[src/rtl/s2tlb_pkg.sv]
package s2tlb_pkg;

    localparam int PN_W = 28;
    localparam int OP_W = 32;

    typedef enum logic [0:0] {
        ST_IDLE = 1'b0,
        ST_ACK  = 1'b1
    } inv_state_e;

    // compare mask over the page number for a level code
    function automatic logic [PN_W-1:0] level_mask(input logic [1:0] lvl);
        logic [PN_W-1:0] m;
        unique case (lvl)
            2'd1:    m = {{10{1'b1}}, {18{1'b0}}};
            2'd2:    m = {{19{1'b1}}, {9{1'b0}}};
            default: m = {PN_W{1'b1}};
        endcase
        return m;
    endfunction

endpackage

[src/rtl/s2tlb_inv_fsm.sv]
module s2tlb_inv_fsm
    import s2tlb_pkg::*;
(
    input  logic clk,
    input  logic rst_n,
    input  logic inv_req,
    output logic inv_done
);

    inv_state_e state_q, state_d;

    always_comb begin
        state_d = state_q;
        unique case (state_q)
            ST_IDLE: if (inv_req) state_d = ST_ACK;     // accept
            ST_ACK:  state_d = inv_req ? ST_ACK         // re-accept
                                       : ST_IDLE;       // retire
            default: state_d = ST_IDLE;
        endcase
    end

    always_ff @(posedge clk or negedge rst_n) begin
        if (!rst_n) state_q <= ST_IDLE;
        else        state_q <= state_d;
    end

    always_comb begin
        inv_done = 1'b0;
        unique case (state_q)
            ST_IDLE: inv_done = 1'b0;
            ST_ACK:  inv_done = 1'b1;
            default: inv_done = 1'b0;
        endcase
    end


    done_after_req_chk: assert property (@(posedge clk) disable iff (!rst_n)
        inv_req |=> inv_done);

    done_only_after_req_chk: assert property (@(posedge clk) disable iff (!rst_n)
        !inv_req |=> !inv_done);

endmodule

[src/rtl/s2tlb_entry_cmp.sv]
module s2tlb_entry_cmp
    import s2tlb_pkg::*;
#(
    parameter int VMID_W = 8
) (
    input  logic              e_valid,
    input  logic              e_s2only,
    input  logic              e_guest,
    input  logic [1:0]        e_level,
    input  logic [VMID_W-1:0] e_vmid,
    input  logic [PN_W-1:0]   e_ipa,
    input  logic [VMID_W-1:0] cur_vmid,
    input  logic [PN_W-1:0]   inv_pn,
    input  logic [PN_W-1:0]   lk_pn,
    output logic              inv_hit,
    output logic              lk_hit
);

    logic [PN_W-1:0] mask;
    logic            vmid_eq;

    always_comb begin
        mask    = level_mask(e_level);
        vmid_eq = (e_vmid == cur_vmid);
        inv_hit = e_valid && e_s2only && e_guest && vmid_eq
                  && (((e_ipa ^ inv_pn) & mask) == '0);
        lk_hit  = e_valid && vmid_eq && (((e_ipa ^ lk_pn) & mask) == '0);
    end

endmodule

[src/rtl/s2tlb_inval.sv]
module s2tlb_inval
    import s2tlb_pkg::*;
#(
    parameter int N_ENTRIES = 8,
    parameter int VMID_W    = 8,
    localparam int IDX_W    = (N_ENTRIES > 1) ? $clog2(N_ENTRIES) : 1
) (
    input  logic              clk,
    input  logic              rst_n,
    input  logic [VMID_W-1:0] cur_vmid,
    input  logic              ns_state,
    input  logic              fill_valid,
    input  logic [IDX_W-1:0]  fill_idx,
    input  logic              fill_s2only,
    input  logic              fill_guest,
    input  logic [1:0]        fill_level,
    input  logic [VMID_W-1:0] fill_vmid,
    input  logic [PN_W-1:0]   fill_ipa_pn,
    input  logic [PN_W-1:0]   fill_pa_pn,
    input  logic              inv_req,
    input  logic [OP_W-1:0]   inv_operand,
    output logic              inv_done,
    input  logic [PN_W-1:0]   lk_pn,
    output logic              lk_hit,
    output logic [PN_W-1:0]   lk_pa_pn
);

    logic [N_ENTRIES-1:0] valid_q;
    logic [N_ENTRIES-1:0] s2only_q;
    logic [N_ENTRIES-1:0] guest_q;
    logic [1:0]           level_q [N_ENTRIES];
    logic [VMID_W-1:0]    vmid_q  [N_ENTRIES];
    logic [PN_W-1:0]      ipa_q   [N_ENTRIES];
    logic [PN_W-1:0]      pa_q    [N_ENTRIES];

    logic [N_ENTRIES-1:0] inv_hit;
    logic [N_ENTRIES-1:0] lk_hit_v;
    logic [PN_W-1:0]      inv_pn;
    logic                 inv_fire;

    assign inv_pn   = inv_operand[PN_W-1:0];   // reserved upper bits dropped
    assign inv_fire = inv_req && ns_state;

    s2tlb_inv_fsm u_fsm (
        .clk      (clk),
        .rst_n    (rst_n),
        .inv_req  (inv_req),
        .inv_done (inv_done)
    );

    for (genvar g = 0; g < N_ENTRIES; g++) begin : g_ent
        s2tlb_entry_cmp #(.VMID_W(VMID_W)) u_cmp (
            .e_valid  (valid_q[g]),
            .e_s2only (s2only_q[g]),
            .e_guest  (guest_q[g]),
            .e_level  (level_q[g]),
            .e_vmid   (vmid_q[g]),
            .e_ipa    (ipa_q[g]),
            .cur_vmid (cur_vmid),
            .inv_pn   (inv_pn),
            .lk_pn    (lk_pn),
            .inv_hit  (inv_hit[g]),
            .lk_hit   (lk_hit_v[g])
        );

        always_ff @(posedge clk or negedge rst_n) begin
            if (!rst_n) begin
                valid_q[g]  <= 1'b0;
                s2only_q[g] <= 1'b0;
                guest_q[g]  <= 1'b0;
                level_q[g]  <= '0;
                vmid_q[g]   <= '0;
                ipa_q[g]    <= '0;
                pa_q[g]     <= '0;
            end else if (fill_valid && (fill_idx == IDX_W'(g))) begin
                // fill ordered after any coincident invalidate
                valid_q[g]  <= 1'b1;
                s2only_q[g] <= fill_s2only;
                guest_q[g]  <= fill_guest;
                level_q[g]  <= fill_level;
                vmid_q[g]   <= fill_vmid;
                ipa_q[g]    <= fill_ipa_pn;
                pa_q[g]     <= fill_pa_pn;
            end else if (inv_fire && inv_hit[g]) begin
                valid_q[g]  <= 1'b0;
            end
        end
    end

    // lowest index wins
    always_comb begin
        lk_hit   = 1'b0;
        lk_pa_pn = '0;
        for (int i = N_ENTRIES - 1; i >= 0; i--) begin
            if (lk_hit_v[i]) begin
                lk_hit   = 1'b1;
                lk_pa_pn = (pa_q[i] & level_mask(level_q[i]))
                         | (lk_pn & ~level_mask(level_q[i]));
            end
        end
    end


    ns_low_keeps_chk: assert property (@(posedge clk) disable iff (!rst_n)
        (inv_req && !ns_state && !fill_valid) |=> (valid_q == $past(valid_q)));

    inv_never_sets_chk: assert property (@(posedge clk) disable iff (!rst_n)
        (!fill_valid) |=> ((valid_q & ~$past(valid_q)) == '0));

    fill_wins_chk: assert property (@(posedge clk) disable iff (!rst_n)
        fill_valid |=> valid_q[$past(fill_idx)]);

    lk_hit_valid_chk: assert property (@(posedge clk) disable iff (!rst_n)
        lk_hit |-> (valid_q != '0));

endmodule

[config.mk]
export PLATFORM = sky130hd
export DESIGN_NAME = s2tlb_inval
export DESIGN_NICKNAME = d
export VERILOG_FILES = /design/src/rtl/s2tlb_pkg.sv /design/src/rtl/s2tlb_inv_fsm.sv /design/src/rtl/s2tlb_entry_cmp.sv /design/src/rtl/s2tlb_inval.sv
export SDC_FILE = /design/constraint.sdc
export NUM_CORES = 1
export LEC_CHECK = 0
export BUFFER_PORTS_ARGS = -buffer_cell sky130_fd_sc_hd__buf_2
export CAP_MARGIN = 30
export CORE_ASPECT_RATIO = 0.8
export CORE_MARGIN = 10
export CORE_UTILIZATION = 50
export CTS_BUF_LIST = sky130_fd_sc_hd__clkbuf_8 sky130_fd_sc_hd__clkbuf_16
export DETAILED_ROUTE_END_ITERATION = 7
export PLACE_DENSITY = 0.64
export SYNTH_ARGS = -nofsm -noshare
export SYNTH_HDL_FRONTEND = slang
export SYNTH_SLANG_ARGS = --single-unit
[constraint.sdc]
create_clock -name clk -period 4.85 [get_ports clk]
set_clock_uncertainty 0.05 [all_clocks]
set_input_delay 0.2425 -clock clk [delete_from_list [all_inputs] [get_ports clk]]
set_output_delay 0.2425 -clock clk [all_outputs]
set_load 0.005 [all_outputs]
* After elaboration in Yosys (flattened, before gate mapping)
Index checks and enable logic that the tools add are counted.
** Operators by class
- Muxes and demuxes :: 50
- Reductions and logical operators :: 90
- Bitwise logic cells :: 65
- Equality and inequality tests :: 31
** Operator list (count)
- $and A28 B28 Y28 :: 32
- $logic_not A28 Y1 :: 16
- $mux W28 :: 16
- $xor A28 B28 Y28 :: 16
- $pmux W18 S2 :: 8
- $not A28 Y28 :: 8
- $or A28 B28 Y28 :: 8
- $logic_and A1 B1 Y1 :: 65
- $eq A8 B8 Y1 :: 8
- $mux W1 :: 25
- $eq A2 B1 Y1 const B :: 8
- $eq A2 B2 Y1 const B :: 8
- $reduce_bool A2 Y1 :: 8
- $eq A3 B3 Y1 const B :: 4
- $eq A3 B2 Y1 const B :: 2
- $eq A3 B1 Y1 const B :: 1
- $logic_not A3 Y1 :: 1
- $pmux W1 S2 :: 1
- $not A1 Y1 :: 1
** Word-level totals
- Logic and storage cells :: 293
- Register bits :: 553

* Logic depth before layout (Yosys ltp)
- Depth in word-level cells :: 17
- Gate-level depth with buffers :: 13

* Modules after synthesis
From an unflattened synthesis, not the netlist that was laid out.
** Unflattened totals
- Cells, all modules :: 2383
- Area total of the unflattened synthesis :: 29699.7 um^2
** Modules (own cells, without submodules)
- s2tlb_inval :: area each 23618.9 um^2, times used 1, seq. area each 13813.2 um^2, cells an instance 1630
- s2tlb_entry_cmp :: area each 757.0 um^2, times used 8, seq. area each 0.0 um^2, cells an instance 94
- s2tlb_inv_fsm :: area each 25.0 um^2, times used 1, seq. area each 25.0 um^2, cells an instance 1

* Least setup slack after synthesis
No wires, ideal clock.
- Path kind :: register to output
- From :: register level_q[2] (netlist name)
- To :: output lk_pa_pn[0]
- Data required time :: 4.558 ns
- Path buffers :: 3
- Arrival :: 2.462 ns
- Cell stages (with the launch flop) :: 13
- Setup slack :: 2.096 ns
- Cells stage by stage :: dfrtp_1 > ha_1 > clkbuf_2 > a211o_1 > nor4_2 > and4_1 > buf_6 > nor2_2 > or3_1 > buf_6 > a211oi_2 > o21ai_1 > a31oi_1
** Between the ends
- Cells in the longest elaborated chain, start to end :: 13
- Elaborated cells on any way between the ends :: 18
** RTL lines
- start, declared :: RTL line s2tlb_inval.sv:31 : logic [1:0] level_q [N_ENTRIES];
- start signal, assigned by index :: RTL line s2tlb_inval.sv:80 : level_q[g] <= fill_level;
- $eq A2 B2 Y1 or $eq A2 B1 Y1 (tied branches) :: RTL line s2tlb_pkg.sv:14 : unique case (lvl)
- $pmux W18 S2 * :: RTL line s2tlb_pkg.sv:14
- parallel branches: the longest is 4 deep, another holds $and A28 B28 Y28
- $mux W28 * (7 in series) :: RTL line s2tlb_inval.sv:95 : if (lk_hit_v[i]) begin
- end, declared :: RTL line s2tlb_inval.sv:25 : output logic [PN_W-1:0] lk_pa_pn
Every way passes the cells marked *. The select of a mux whose other input is x is not followed.

* Final worst setup path
- From :: register vmid_q[24] (netlist name)
- To :: output lk_pa_pn[6]
** Between the ends
- Cells in the longest elaborated chain, start to end :: 8
** RTL lines
- start, declared :: RTL line s2tlb_inval.sv:32 : logic [VMID_W-1:0] vmid_q [N_ENTRIES];
- start signal, assigned by index :: RTL line s2tlb_inval.sv:81 : vmid_q[g] <= fill_vmid;
- $eq A8 B8 Y1 :: RTL line s2tlb_entry_cmp.sv:24 : vmid_eq = (e_vmid == cur_vmid);
- $logic_and A1 B1 Y1 (2 in series) :: RTL line s2tlb_entry_cmp.sv:27 : lk_hit = e_valid && vmid_eq && (((e_ipa ^ lk_pn) & mask) == '0);
- $mux W28 (5 in series) :: RTL line s2tlb_inval.sv:95
Every way passes these cells.

==> summary.txt <==
Worst setup path
  • Max FO, Critical Path: 22
  • Worst path cell trace: xnor2_1, nand4_1, nor3_1, nand3_1, a211oi_4, buf_4, nand2b_1, buf_4, o21ai_0, o21ai_1, a31oi_1, buf_2
  • Slowest stage delay, CP: 640 ps
  • Critical Path Sink Type: primary output
  • Most frequent CP cell: buf_4
  • Crit-path slowest cell: nor3_1
  • Kind of critical path: register to primary output
  • Critical Path Start Type: register
  • Worst path required time: 4560 ps
  • Crit path arrival time: 4300 ps

STA
  • Final Critical Period: 4594 ps
  • Max Freq: 0.2177 GHz
  • Fin. Hold Viols: 0
  • RSZ-0062 raised after global routing: no
  • Slew HR: 33.16%
  • Setup_tns: 0 ps
  • Final setup fails: 0
  • Measured slew at the worst slew-check pin: 1003 ps
  • Max Slew Vio Count: 0
  • Final worst slack: 256.2 ps
  • Fin crit share: 94.72%

Placed design
  • Post-placement cell area: 31720 um2
  • DPL Wire Length: 59900 um
  • Worst slack at placement: 836.6 ps
  • Port Buffers: 169
  • Final GP Congestion: 0.8590

Clocking
  • Post-CTS Repair Setup Buffers: 0
  • Clock transition at the registers of the reported paths: 60 ps
  • Total CTS buffers: 58
  • Root Driver: clkbuf_16
  • CTS tree: yes
  • CTS H-tree depth: 2
  • Clock sinks: 553
  • Worst skew pair latency: 630 ps
  • Longest Clk Path Bufs: 3

Power
  • Pwr/cell area: 427.5 nW/um2
  • Worst VDD drop: 0.2764 mV
  • Lkg Pwr: 14.24 nW
  • Net switching power: 4.433 mW
  • Sw frac: 30.13%
  • Internal power: 10.28 mW
  • Clock share of power: 31.8%
  • Logic gate share of total power: 24.5%
  • Sequential Power Share: 43.6%

Routing
  • First DRT Iteration DRCs: 1908
  • Via count: 20.99k
  • Via/cell ratio: 5.957
  • Post-route ant nets: 0
  • Avg WL per Cell: 25.62 um
  • Drt drc: 0
  • Routed wire length: 90300 um
  • Drt pass-1 iters: 5

Min path
  • Hold WC Path Type: input port to register

Yosys
  • Area share of fa/ha/maj cells after synthesis: 0.4128%
  • Post-synth EDFFs: 0
  • Ys async rst share: 100.0%
  • Synth Area per Inst: 11.94 um2
  • Mapped Area: 30310 um2
  • Synth warn: 0
  • Compound-gate portion of the synthesized area: 5.714%
  • Proportion of synthesized chip area in sequential cells: 45.66%
  • Simple-Gate Fraction of Synth Area: 6.494%
  • Top_reg_cell synth: dfrtp_1
  • Syn Inst Count: 2539
  • Post-synthesis register bit count: 553
  • Synth Area in XOR/XNOR: 14.80%
  • Largest family of logic cells by synthesized area: multiplexers
  • Mapped Nets: 2693
  • Post-synth cell types: 58
  • Mux contribution to synthesized area: 23.51%

Floorplanning
  • Floorplan die width: 295.3 um
  • Initial Util: 50.63%
  • I/O Pins: 174
  • Row count: 80
  • Die H: 240.2 um
  • Core area: 59860 um2
  • Total die area: 70920 um2

Run status
  • Status: finished, final reports clean

Global route
  • First-pass GRT wire length: 136100 um
  • Initial antenna violation count: 8
  • Pin count of the biggest net entering global routing: 141
  • Overflow after GRT: 0
  • Tot GR Track Use: 25.22%
  • Vias in the first global route: 21.38k

Finish
  • Layout Nets: 2847
  • Share of cells above drive strength 1: 34.57%
  • Util after Layout: 57.51%
  • Commonest non-fill, non-tap cell in the layout: mux2_2
  • Filler instances: 4946
  • Area Growth Syn to Fin: 13.58%
  • Commonest cells after routing, fill and taps aside: mux2_2, dfrtp_1, xnor2_1, xor2_1, buf_2
  • Final instance area: 34420 um2

Run
  • Max Cap Violations: 0
-- synth_stat cells, types with 4 or more instances --
cell	n	share of area, %
nand4_1	79	1.6
a21oi_1	90	1.5
a21o_1	10	0.25
o22ai_1	8	0.17
a31oi_1	18	0.37
buf_6	12	0.45
xor2_1	175	5.1
o41ai_1	10	0.29
xnor2_1	337	9.7
o21ai_1	6	0.099
buf_2	43	0.71
and3_1	9	0.19
inv_1	25	0.31
nand2b_1	22	0.45
nor4_1	36	0.74
a221oi_1	12	0.35
ha_1	10	0.41
nand3_1	22	0.36
nand2_1	73	0.90
nor2_1	24	0.30
mux2i_1	57	1.9
dfrtp_1	553	46
a211oi_1	9	0.22
mux2_2	582	22
a211oi_2	7	0.29
nand3b_1	10	0.25
buf_1	17	0.21
nor3_1	24	0.40
nand4b_1	4	0.12
o211ai_1	7	0.17
and2_1	12	0.25
clkbuf_1	106	1.3
a2111oi_2	9	0.45
o21ai_0	51	0.84
nor2b_1	10	0.21
nor3b_2	9	0.37
buf_4	16	0.40
a221o_1	9	0.30
-- final timing paths --
check                                       start                endpoint  slack (ps)  cells after the start
max in group asynchronous                   rst_n   pa_q[196]$_DFFE_PN0P_        3240                      3
hold reg to reg             pa_q[132]$_DFFE_PN0P_   pa_q[132]$_DFFE_PN0P_         450                      1
setup / recovery           vmid_q[24]$_DFFE_PN0P_             lk_pa_pn[6]         260                     12
min in group asynchronous                   rst_n  ipa_q[218]$_DFFE_PN0P_         190                      2
setup reg to reg           vmid_q[38]$_DFFE_PN0P_  valid_q[3]$_DFFE_PN0P_        2380                      7
hold / removal                     fill_ipa_pn[0]  ipa_q[112]$_DFFE_PN0P_          20                      2
-- routing by layer --
metal  track usage [%]  wire [um]  part of all wire (%)
met1             36.14      40920                    45
met3             4.766       6704                   7.4
met2             38.49      40570                    45
met4             7.022       2054                   2.3
met5                 0         54                 0.060
-- power by group through the flow --
stage               clock network [mW]  logic [mW]  registers [mW]
finish                            4.69        3.61            6.42
global route                      4.96        3.89            6.54
CTS                               4.77        3.59            6.41
detailed placement                   0        3.52            6.48
global placement                     0        3.42            6.41
floorplan                            0        2.60            6.28
-- critical path, delay by kind of cell (launching register included) --
family / cells / cell delay, ps
and+or+nand+nor: 4 / 1470
buffers and inverters: 3 / 860
AOI/OAI and AO/OA: 4 / 700
DFF: 1 / 400
xor gates and xnor gates: 1 / 230
-- sequential cells by signal, summed over array words and instances, names as in the netlist --
signal,cells
guest_q,8
ipa_q,224
level_q,16
pa_q,224
s2only_q,8
u_fsm.state_q,1
valid_q,8
vmid_q,64
-- per-stage QoR --
step,hold WS (ps),cells,power (mW)
3_3_place_gp,282.3,3345,9.833
6_report,23.14,3524,14.71
3_5_place_dp,290.0,3347,10.00
2_1_floorplan,-103.1,2539,8.882
4_1_cts,4.381,3521,14.77
5_1_grt,21.92,3522,15.39
-- cells by family (layout without fill, tap and decap cells) --
family	Yosys count	in the layout
adders and majority gates	10	10
other	0	3
xor gates and xnor gates	512	512
AOI/OAI and AO/OA	257	257
buffers and inverters	221	424
DFF	553	553
muxes	639	639
and+or+nand+nor	347	347
-- final cells by class --
cell class | instances | area (um2) | area share, %
antenna | 3 | 7.507 | 0.02181
clock buffer | 82 | 1793 | 5.209
clock inverter | 27 | 252.7 | 0.7342
inverter | 25 | 93.84 | 0.2726
multi-input combinational | 1765 | 15500 | 45.02
sequential | 553 | 13840 | 40.20
tap | 779 | 974.7 | 2.831
timing repair buffer | 290 | 1964 | 5.707
-- what timing repair did --
action,in CTS,in global routing
gates resized for setup,0,0
hold buffers,65,0
hold endpoints to repair,578,0
Power figures use the tool's default switching activity.
